--- config.mk ---
export PLATFORM = sky130hd
export DESIGN_NAME = enc_angle_align
export DESIGN_NICKNAME = d
export VERILOG_FILES = /design/src/rtl/enc_align_pkg.sv /design/src/rtl/enc_offset_wrap.sv /design/src/rtl/enc_turn_to_rad.sv /design/src/rtl/enc_angle_align.sv
export SDC_FILE = /design/constraint.sdc
export NUM_CORES = 2
export LEC_CHECK = 0
export ABC_AREA = 1
export BUFFER_PORTS_ARGS = -buffer_cell sky130_fd_sc_hd__buf_4
export CAP_MARGIN = 0
export CORE_UTILIZATION = 50
export DETAILED_ROUTE_END_ITERATION = 10
export PLACE_DENSITY = 0.78
export SLEW_MARGIN = 20
export SYNTH_ARGS = -nofsm -noshare
export SYNTH_HDL_FRONTEND = slang
export SYNTH_HIERARCHICAL = 1
export SYNTH_SLANG_ARGS = --single-unit
--- constraint.sdc ---
create_clock -name clk -period 12.78 [get_ports clk]
set_clock_uncertainty 0.05 [all_clocks]
set_input_delay 1.278 -clock clk [delete_from_list [all_inputs] [get_ports clk]]
set_output_delay 1.278 -clock clk [all_outputs]
set_load 0.01 [all_outputs]
--- src/rtl/enc_align_pkg.sv ---
package enc_align_pkg;
    localparam int CNT_W  = 32;
    localparam int BITS_W = 5;
    localparam int ANG_W  = 27;
    localparam int PP_W   = 8;
    // 2*pi with 24 fractional bits
    localparam logic [ANG_W-1:0] TWO_PI_Q = 27'd105414357;

    typedef enum logic [1:0] {
        S_IDLE   = 2'd0,
        S_OFFSET = 2'd1,
        S_SCALE  = 2'd2,
        S_ELEC   = 2'd3
    } align_state_e;
endpackage

--- src/rtl/enc_offset_wrap.sv ---
module enc_offset_wrap
    import enc_align_pkg::*;
(
    input  logic [CNT_W-1:0]  raw_st,
    input  logic [CNT_W-1:0]  raw_mt,
    input  logic [CNT_W-1:0]  offset,
    input  logic [BITS_W-1:0] st_bits,
    input  logic [BITS_W-1:0] mt_bits,
    output logic [CNT_W-1:0]  st_corr,
    output logic [CNT_W-1:0]  mt_corr
);
    localparam int SUM_W = CNT_W + 2;

    logic [CNT_W-1:0]        st_mask;
    logic [CNT_W-1:0]        mt_mask;
    logic signed [SUM_W-1:0] sum;
    logic signed [SUM_W-1:0] turns;

    always_comb begin
        st_mask = (CNT_W'(1) << st_bits) - CNT_W'(1);
        mt_mask = (CNT_W'(1) << mt_bits) - CNT_W'(1);
        sum     = $signed({2'b00, raw_st & st_mask})
                + $signed({{2{offset[CNT_W-1]}}, offset});
        turns   = sum >>> st_bits;
        st_corr = sum[CNT_W-1:0] & st_mask;
        mt_corr = (raw_mt + turns[CNT_W-1:0]) & mt_mask;
    end
endmodule

--- src/rtl/enc_turn_to_rad.sv ---
module enc_turn_to_rad
    import enc_align_pkg::*;
(
    input  logic [ANG_W-1:0] frac,
    input  logic [PP_W-1:0]  mult,
    output logic [ANG_W-1:0] rad
);
    localparam int MP_W = ANG_W + PP_W;
    localparam int RD_W = 2 * ANG_W;

    logic [MP_W-1:0]  scaled_turn;
    logic [RD_W-1:0]  rad_full;

    always_comb begin
        scaled_turn = MP_W'(frac) * MP_W'(mult);
        rad_full    = RD_W'(scaled_turn[ANG_W-1:0]) * RD_W'(TWO_PI_Q);
        rad         = rad_full[RD_W-1:ANG_W];
    end
endmodule

--- src/rtl/enc_angle_align.sv ---
module enc_angle_align
    import enc_align_pkg::*;
(
    input  logic                clk,
    input  logic                rst_n,
    input  logic                sample_valid_i,
    input  logic [CNT_W-1:0]    raw_st_i,
    input  logic [CNT_W-1:0]    raw_mt_i,
    input  logic [BITS_W-1:0]   st_bits_i,
    input  logic [BITS_W-1:0]   mt_bits_i,
    input  logic [CNT_W-1:0]    offset_i,
    input  logic [ANG_W-1:0]    recip_i,
    input  logic [PP_W-1:0]     pole_pairs_i,
    output logic [CNT_W-1:0]    st_corr_o,
    output logic [CNT_W-1:0]    mt_corr_o,
    output logic [ANG_W-1:0]    angle_mech_o,
    output logic [ANG_W-1:0]    angle_el_o,
    output logic                out_valid_o
);
    localparam int PROD_W = CNT_W + ANG_W;

    align_state_e state_q, state_d;

    logic [CNT_W-1:0]  raw_st_q, raw_mt_q, offset_q;
    logic [BITS_W-1:0] st_bits_q, mt_bits_q;
    logic [ANG_W-1:0]  recip_q;
    logic [PP_W-1:0]   pp_q;
    logic [CNT_W-1:0]  st_q, mt_q;
    logic [ANG_W-1:0]  frac_q;

    logic [CNT_W-1:0]  st_w, mt_w;
    logic [PROD_W-1:0] prod_w;
    logic [ANG_W-1:0]  mech_w, el_w;

    enc_offset_wrap u_wrap (
        .raw_st  (raw_st_q),
        .raw_mt  (raw_mt_q),
        .offset  (offset_q),
        .st_bits (st_bits_q),
        .mt_bits (mt_bits_q),
        .st_corr (st_w),
        .mt_corr (mt_w)
    );

    assign prod_w = PROD_W'(st_q) * PROD_W'(recip_q);

    enc_turn_to_rad u_mech (
        .frac (frac_q),
        .mult (PP_W'(1)),
        .rad  (mech_w)
    );

    enc_turn_to_rad u_elec (
        .frac (frac_q),
        .mult (pp_q),
        .rad  (el_w)
    );

    always_comb begin
        state_d = state_q;
        unique case (state_q)
            S_IDLE:   if (sample_valid_i) state_d = S_OFFSET;
            S_OFFSET: state_d = S_SCALE;
            S_SCALE:  state_d = S_ELEC;
            S_ELEC:   state_d = S_IDLE;
        endcase
    end

    always_ff @(posedge clk) begin
        if (!rst_n) state_q <= S_IDLE;
        else        state_q <= state_d;
    end

    always_ff @(posedge clk) begin
        if (!rst_n) begin
            raw_st_q     <= '0;
            raw_mt_q     <= '0;
            offset_q     <= '0;
            st_bits_q    <= '0;
            mt_bits_q    <= '0;
            recip_q      <= '0;
            pp_q         <= '0;
            st_q         <= '0;
            mt_q         <= '0;
            frac_q       <= '0;
            st_corr_o    <= '0;
            mt_corr_o    <= '0;
            angle_mech_o <= '0;
            angle_el_o   <= '0;
            out_valid_o  <= 1'b0;
        end else begin
            out_valid_o <= 1'b0;
            unique case (state_q)
                S_IDLE: if (sample_valid_i) begin
                    raw_st_q  <= raw_st_i;
                    raw_mt_q  <= raw_mt_i;
                    offset_q  <= offset_i;
                    st_bits_q <= st_bits_i;
                    mt_bits_q <= mt_bits_i;
                    recip_q   <= recip_i;
                    pp_q      <= pole_pairs_i;
                end
                S_OFFSET: begin
                    st_q <= st_w;
                    mt_q <= mt_w;
                end
                S_SCALE: frac_q <= prod_w[ANG_W-1:0];
                S_ELEC: begin
                    st_corr_o    <= st_q;
                    mt_corr_o    <= mt_q;
                    angle_mech_o <= mech_w;
                    angle_el_o   <= el_w;
                    out_valid_o  <= 1'b1;
                end
            endcase
        end
    end


    st_range_chk: assert property (@(posedge clk) disable iff (!rst_n)
        out_valid_o |-> ((st_corr_o >> st_bits_q) == '0));

    mt_range_chk: assert property (@(posedge clk) disable iff (!rst_n)
        out_valid_o |-> ((mt_corr_o >> mt_bits_q) == '0));

    mech_range_chk: assert property (@(posedge clk) disable iff (!rst_n)
        angle_mech_o < TWO_PI_Q);

    el_range_chk: assert property (@(posedge clk) disable iff (!rst_n)
        angle_el_o < TWO_PI_Q);

    pulse_width_chk: assert property (@(posedge clk) disable iff (!rst_n)
        out_valid_o |=> !out_valid_o);

    hold_chk: assert property (@(posedge clk) disable iff (!rst_n)
        !out_valid_o |-> ($stable(st_corr_o) && $stable(mt_corr_o)
                          && $stable(angle_mech_o) && $stable(angle_el_o)));
endmodule

Word level (Yosys, flattened, before mapping)
Cells that the tools add are included.
{"block": "word_totals", "reg_bits": 353, "in_bits": 144, "output_inout_bits": 119, "wordCells": 39}
{"block": "op_classes", "add_sub_neg": 4, "mul": 4, "eq_ne": 4, "shifts": 3, "n_mux": 3, "n_bitwise": 3, "reduce_logical": 2}
{"op": "27-bit by 27-bit multiplier with 54-bit output, second input constant", "n": 2}
{"op": "32-bit AND", "n": 3}
{"op": "1-bit by 5-bit << shifter with 32-bit output, first input constant", "n": 2}
{"op": "32-bit by 2-bit subtractor with 32-bit output, second input constant", "n": 2}
{"op": "33-bit by 32-bit adder with 34-bit output", "n": 1}
{"op": "34-bit by 5-bit >>> shifter with 32-bit output", "n": 1}
{"op": "32-bit adder", "n": 1}
{"op": "32-bit by 27-bit multiplier with 27-bit output", "n": 1}
{"op": "27-bit by 8-bit multiplier with 27-bit output", "n": 1}
{"op": "2-bit case mux with 4 select lines", "n": 1}
{"op": "2-bit equality test, second input constant", "n": 2}
{"op": "2-bit by 1-bit equality test with 1-bit output, second input constant", "n": 1}
{"op": "2-bit zero test", "n": 1}
{"op": "2-bit 2-to-1 mux", "n": 1}
{"op": "2-bit != test, second input constant", "n": 1}
{"op": "2-bit AND reduction", "n": 1}
{"op": "1-bit 2-to-1 mux", "n": 1}

Longest topological paths before layout
{"block": "logic_depth", "depth_word": 7, "depth_mapped": 55, "mapped_depth_nobuf": 53}

By module
Netlist, hierarchy kept.
{"mod": "enc_angle_align", "n_inst": 1, "cells_each": 3283, "area_each_um2": 24493.5, "seq_area_each_um2": 7066.8}
{"mod": "enc_turn_to_rad (u_mech)", "n_inst": 1, "cells_each": 2424, "area_each_um2": 18948.2, "seq_area_each_um2": 0.0}
{"mod": "enc_turn_to_rad (u_elec)", "n_inst": 1, "cells_each": 2408, "area_each_um2": 18933.2, "seq_area_each_um2": 0.0}
{"mod": "enc_offset_wrap", "n_inst": 1, "cells_each": 1554, "area_each_um2": 7858.8, "seq_area_each_um2": 0.0}

Worst setup path before layout
OpenSTA, ideal clock, no wires.
{"block": "synth_timing", "kind": "reg-to-reg", "startpoint": "register pp_q[2]", "endpoint": "register angle_el_o[20]", "setup_time_ns": 0.064, "arrival_time_ns": 9.561, "required_ns": 12.666, "setup_slack_ns": 3.105, "stages_incl_launch_ff": 47, "path_buffers": 2, "period_less_slack_ns": 9.675, "path_cell_list": "dfxtp_1 > clkbuf_1 > clkbuf_1 > nand2_1 > fa_1 > fa_1 > inv_1 > fa_1 > inv_1 > fa_1 > inv_1 > ha_1 > nand2_1 > nor2_1 > nand2_1 > nand2_1 > nand3_1 > nand2_1 > [11 not listed] > fa_1 > inv_1 > fa_1 > inv_1 > fa_1 > inv_1 > ha_1 > nand2_1 > nor2_1 > inv_1 > nor2_1 > inv_1 > nor4_1 > o21ai_0 > nand3_1 > xor2_1 > nor2_1 > nor2_1"}
{"block": "synth_between", "elab_chain_len": 2}
{"item": "start: declaration", "line": "enc_angle_align.sv:27", "rtl": "logic [PP_W-1:0] pp_q;"}
{"item": "start signal: assignment", "line": "enc_angle_align.sv:101", "rtl": "pp_q <= pole_pairs_i;"}
{"item": "27-bit by 8-bit multiplier with 27-bit output", "line": "enc_turn_to_rad.sv:15", "rtl": "scaled_turn = MP_W'(frac) * MP_W'(mult);"}
{"item": "27-bit by 27-bit multiplier with 54-bit output", "line": "enc_turn_to_rad.sv:16", "rtl": "rad_full = RD_W'(scaled_turn[ANG_W-1:0]) * RD_W'(TWO_PI_Q);"}
{"item": "via el_w[20]", "line": "enc_angle_align.sv:33", "rtl": "logic [ANG_W-1:0] mech_w, el_w;"}
{"item": "end signal: assignment", "line": "enc_angle_align.sv:112", "rtl": "angle_el_o <= el_w;"}
{"item": "end: declaration", "line": "enc_angle_align.sv:17", "rtl": "output logic [ANG_W-1:0] angle_el_o,"}
The timed path passes the listed nets, and every way through them passes these cells.
A chain may end at the register's enable or synchronous reset.

Worst setup path after layout
{"block": "layout_timing", "startpoint": "register pp_q[5]", "endpoint": "register angle_el_o[21]"}
Same word-level chain as after synthesis.

==> results.yml <==
status:
  status: "completed"
run:
  maxCapViolCount: 0
clock_tree:
  cts_tree: "built"
  cts.clk_slew.worst_paths_ps: 60
  cts.sinks: 351
  root_buffer: "clkbuf_16"
  cts_buffer_depth: 3
  numCtsBuffers: 41
  clk_latency_ps: 620
  hold_buffers: 0
  post-cts-setup-buffers: 0
  cts_resized: 0
  cts_htree_levels: 2
final_layout:
  drive_gt1_frac: 0.06324
  num-fill-cells: 13260
  final_nets: 11690
  final_common_cell: "inv_1"
  final_cell_mix: "2,397 x inv_1, 1,804 x nand2_1, 1,064 x nor2_1"
  area_growth_pct: 7.113
timing:
  tns_ps: 0
  slew_viol_final: 0
  rsz0062_at_grt: "false"
  setup_viol_count_final: 0
  timing.fmax_mhz: 89.78
  fin_crit_sh: 0.8716
  fin_crit_ps: 11140
  finalWorstSetupSlack_ps: 1641
  final_hold_viol_count: 0
  maxSlewHeadroom: 0.2505
  tightestPinTransition_ps: 1120
floorplanning:
  die_area_mm2: 0.1418
  io_pins: 263
  start_util: 0.5035
  placementRows: 137
  die_w_um: 376.6
  coreArea_mm2: 0.1394
  die_h_um: 376.6
place:
  portBuffers: 260
  pre_cts_ws_ps: 1731
  hpwl_um: 170400
  finalWeightedCongestion: 0.9567
grt:
  gr-usage-all-layers: 0.2858
  grt_max_degree: 137
  antenna_found_initial: 5
  first_global_vias: 61220
  grt_pass1_wl_um: 321500
  grt-ovfl-total: 0
worst_setup_path:
  ff2ff_setup_slack_ps: 1640
  regToRegEndpoint: "angle_el_o[21]$_SDFFE_PN0P_"
  worst-path-max-fanout: 14
  critical-path-max-stage-delay_ps: 730
  endpoint_kind: "register"
  cp_data_arrival_time_ps: 11580
  start_kind: "register"
  cp.required_ps: 13230
  critPathSlowestCell: "dfxtp_1"
  critPathKind: "reg -> reg"
  r2r-start: "pp_q[5]$_SDFFE_PN0P_"
  ff2ff_path_depth: 44
  critPathBufInv: 9
  crit_family: "adder cells"
drt:
  drc: 0
  dr.pass1.iters: 7
  routedWlPerCell_um: 17.42
  vias_per_cell: 5.230
  ant_nets: 0
  route.vias.total: 60850
  wl_um: 202700
  drt-initial-drc-count: 4669
hold_path:
  whs_path_depth: 2
  worstHoldEndpoint: "raw_st_q[20]$_SDFFE_PN0P_"
  min_path_type: "reg -> reg"
  min_from: "raw_st_q[20]$_SDFFE_PN0P_"
synthesis:
  syn_avg_cell_area_um2: 7.263
  syn_inst: 9661
  yosysWarnings: 6
  netlist_area_mm2: 0.07017
[worst max path at each step]
| stage | from | to | cells after the start |
|---|---|---|---|
| after floorplan | pp_q[2]$_SDFFE_PN0P_ | angle_el_o[20]$_SDFFE_PN0P_ | 46 |
| after global placement | frac_q[5]$_SDFFE_PN0P_ | angle_el_o[22]$_SDFFE_PN0P_ | 43 |
| after detailed placement | frac_q[5]$_SDFFE_PN0P_ | angle_el_o[22]$_SDFFE_PN0P_ | 43 |
| after CTS | frac_q[5]$_SDFFE_PN0P_ | angle_el_o[22]$_SDFFE_PN0P_ | 43 |
| after global routing | frac_q[4]$_SDFFE_PN0P_ | angle_el_o[21]$_SDFFE_PN0P_ | 43 |
| final | pp_q[5]$_SDFFE_PN0P_ | angle_el_o[21]$_SDFFE_PN0P_ | 44 |
[area by class of cell]
class	instances	area (um2)	share of cell area
repair buffers	317	2386	0.03175
inverters	2452	9214	0.1226
flip-flops and latches	351	7032	0.09356
clock buffers	53	1112	0.01480
well taps	1876	2347	0.03123
multi-input cells	6560	52690	0.7010
clock inverters	23	371.6	0.004944
diodes	3	7.507	0.00009988
[registers in the layout, summed over array words and instances (netlist names), 27 cells and up]
signal,cells
angle_mech_o,27
recip_q,27
st_corr_o,32
frac_q,27
angle_el_o,27
st_q,32
mt_corr_o,32
raw_mt_q,31
raw_st_q,31
mt_q,32
offset_q,32
[worst min-delay path, cell delays in order, from the launching register on]
cell     delay, ps
dfxtp_1        320
nor2_1          50
nor2_1          80
[layer usage]
metal | vias up | share of wire | global-route usage
met1 | 29340 | 0.42 | 0.3751
met4 | 2 | 0.033 | 0.08805
met3 | 317 | 0.075 | 0.04098
met5 | - | 0.000064 | 0
met2 | 2243 | 0.47 | 0.4849
li1 | 28960 | - | -
[per-stage QoR]
| step | hold slack, ps | instance area, um2 | instances | utilization |
|---|---|---|---|---|
| after floorplan | 399.4 | 70250 | 9684 | - |
| after global placement | 416.7 | 73660 | 11560 | 0.5286 |
| after detailed placement | 421.7 | 73660 | 11560 | 0.5286 |
| after CTS | 435.1 | 75150 | 11630 | 0.5392 |
| after global routing | 449.4 | 75150 | 11630 | 0.5393 |
| final | 430.6 | 75160 | 11640 | 0.5393 |
Power is not shown: default switching activity piles up to over one toggle a cycle in this logic, so the estimate is an artifact.
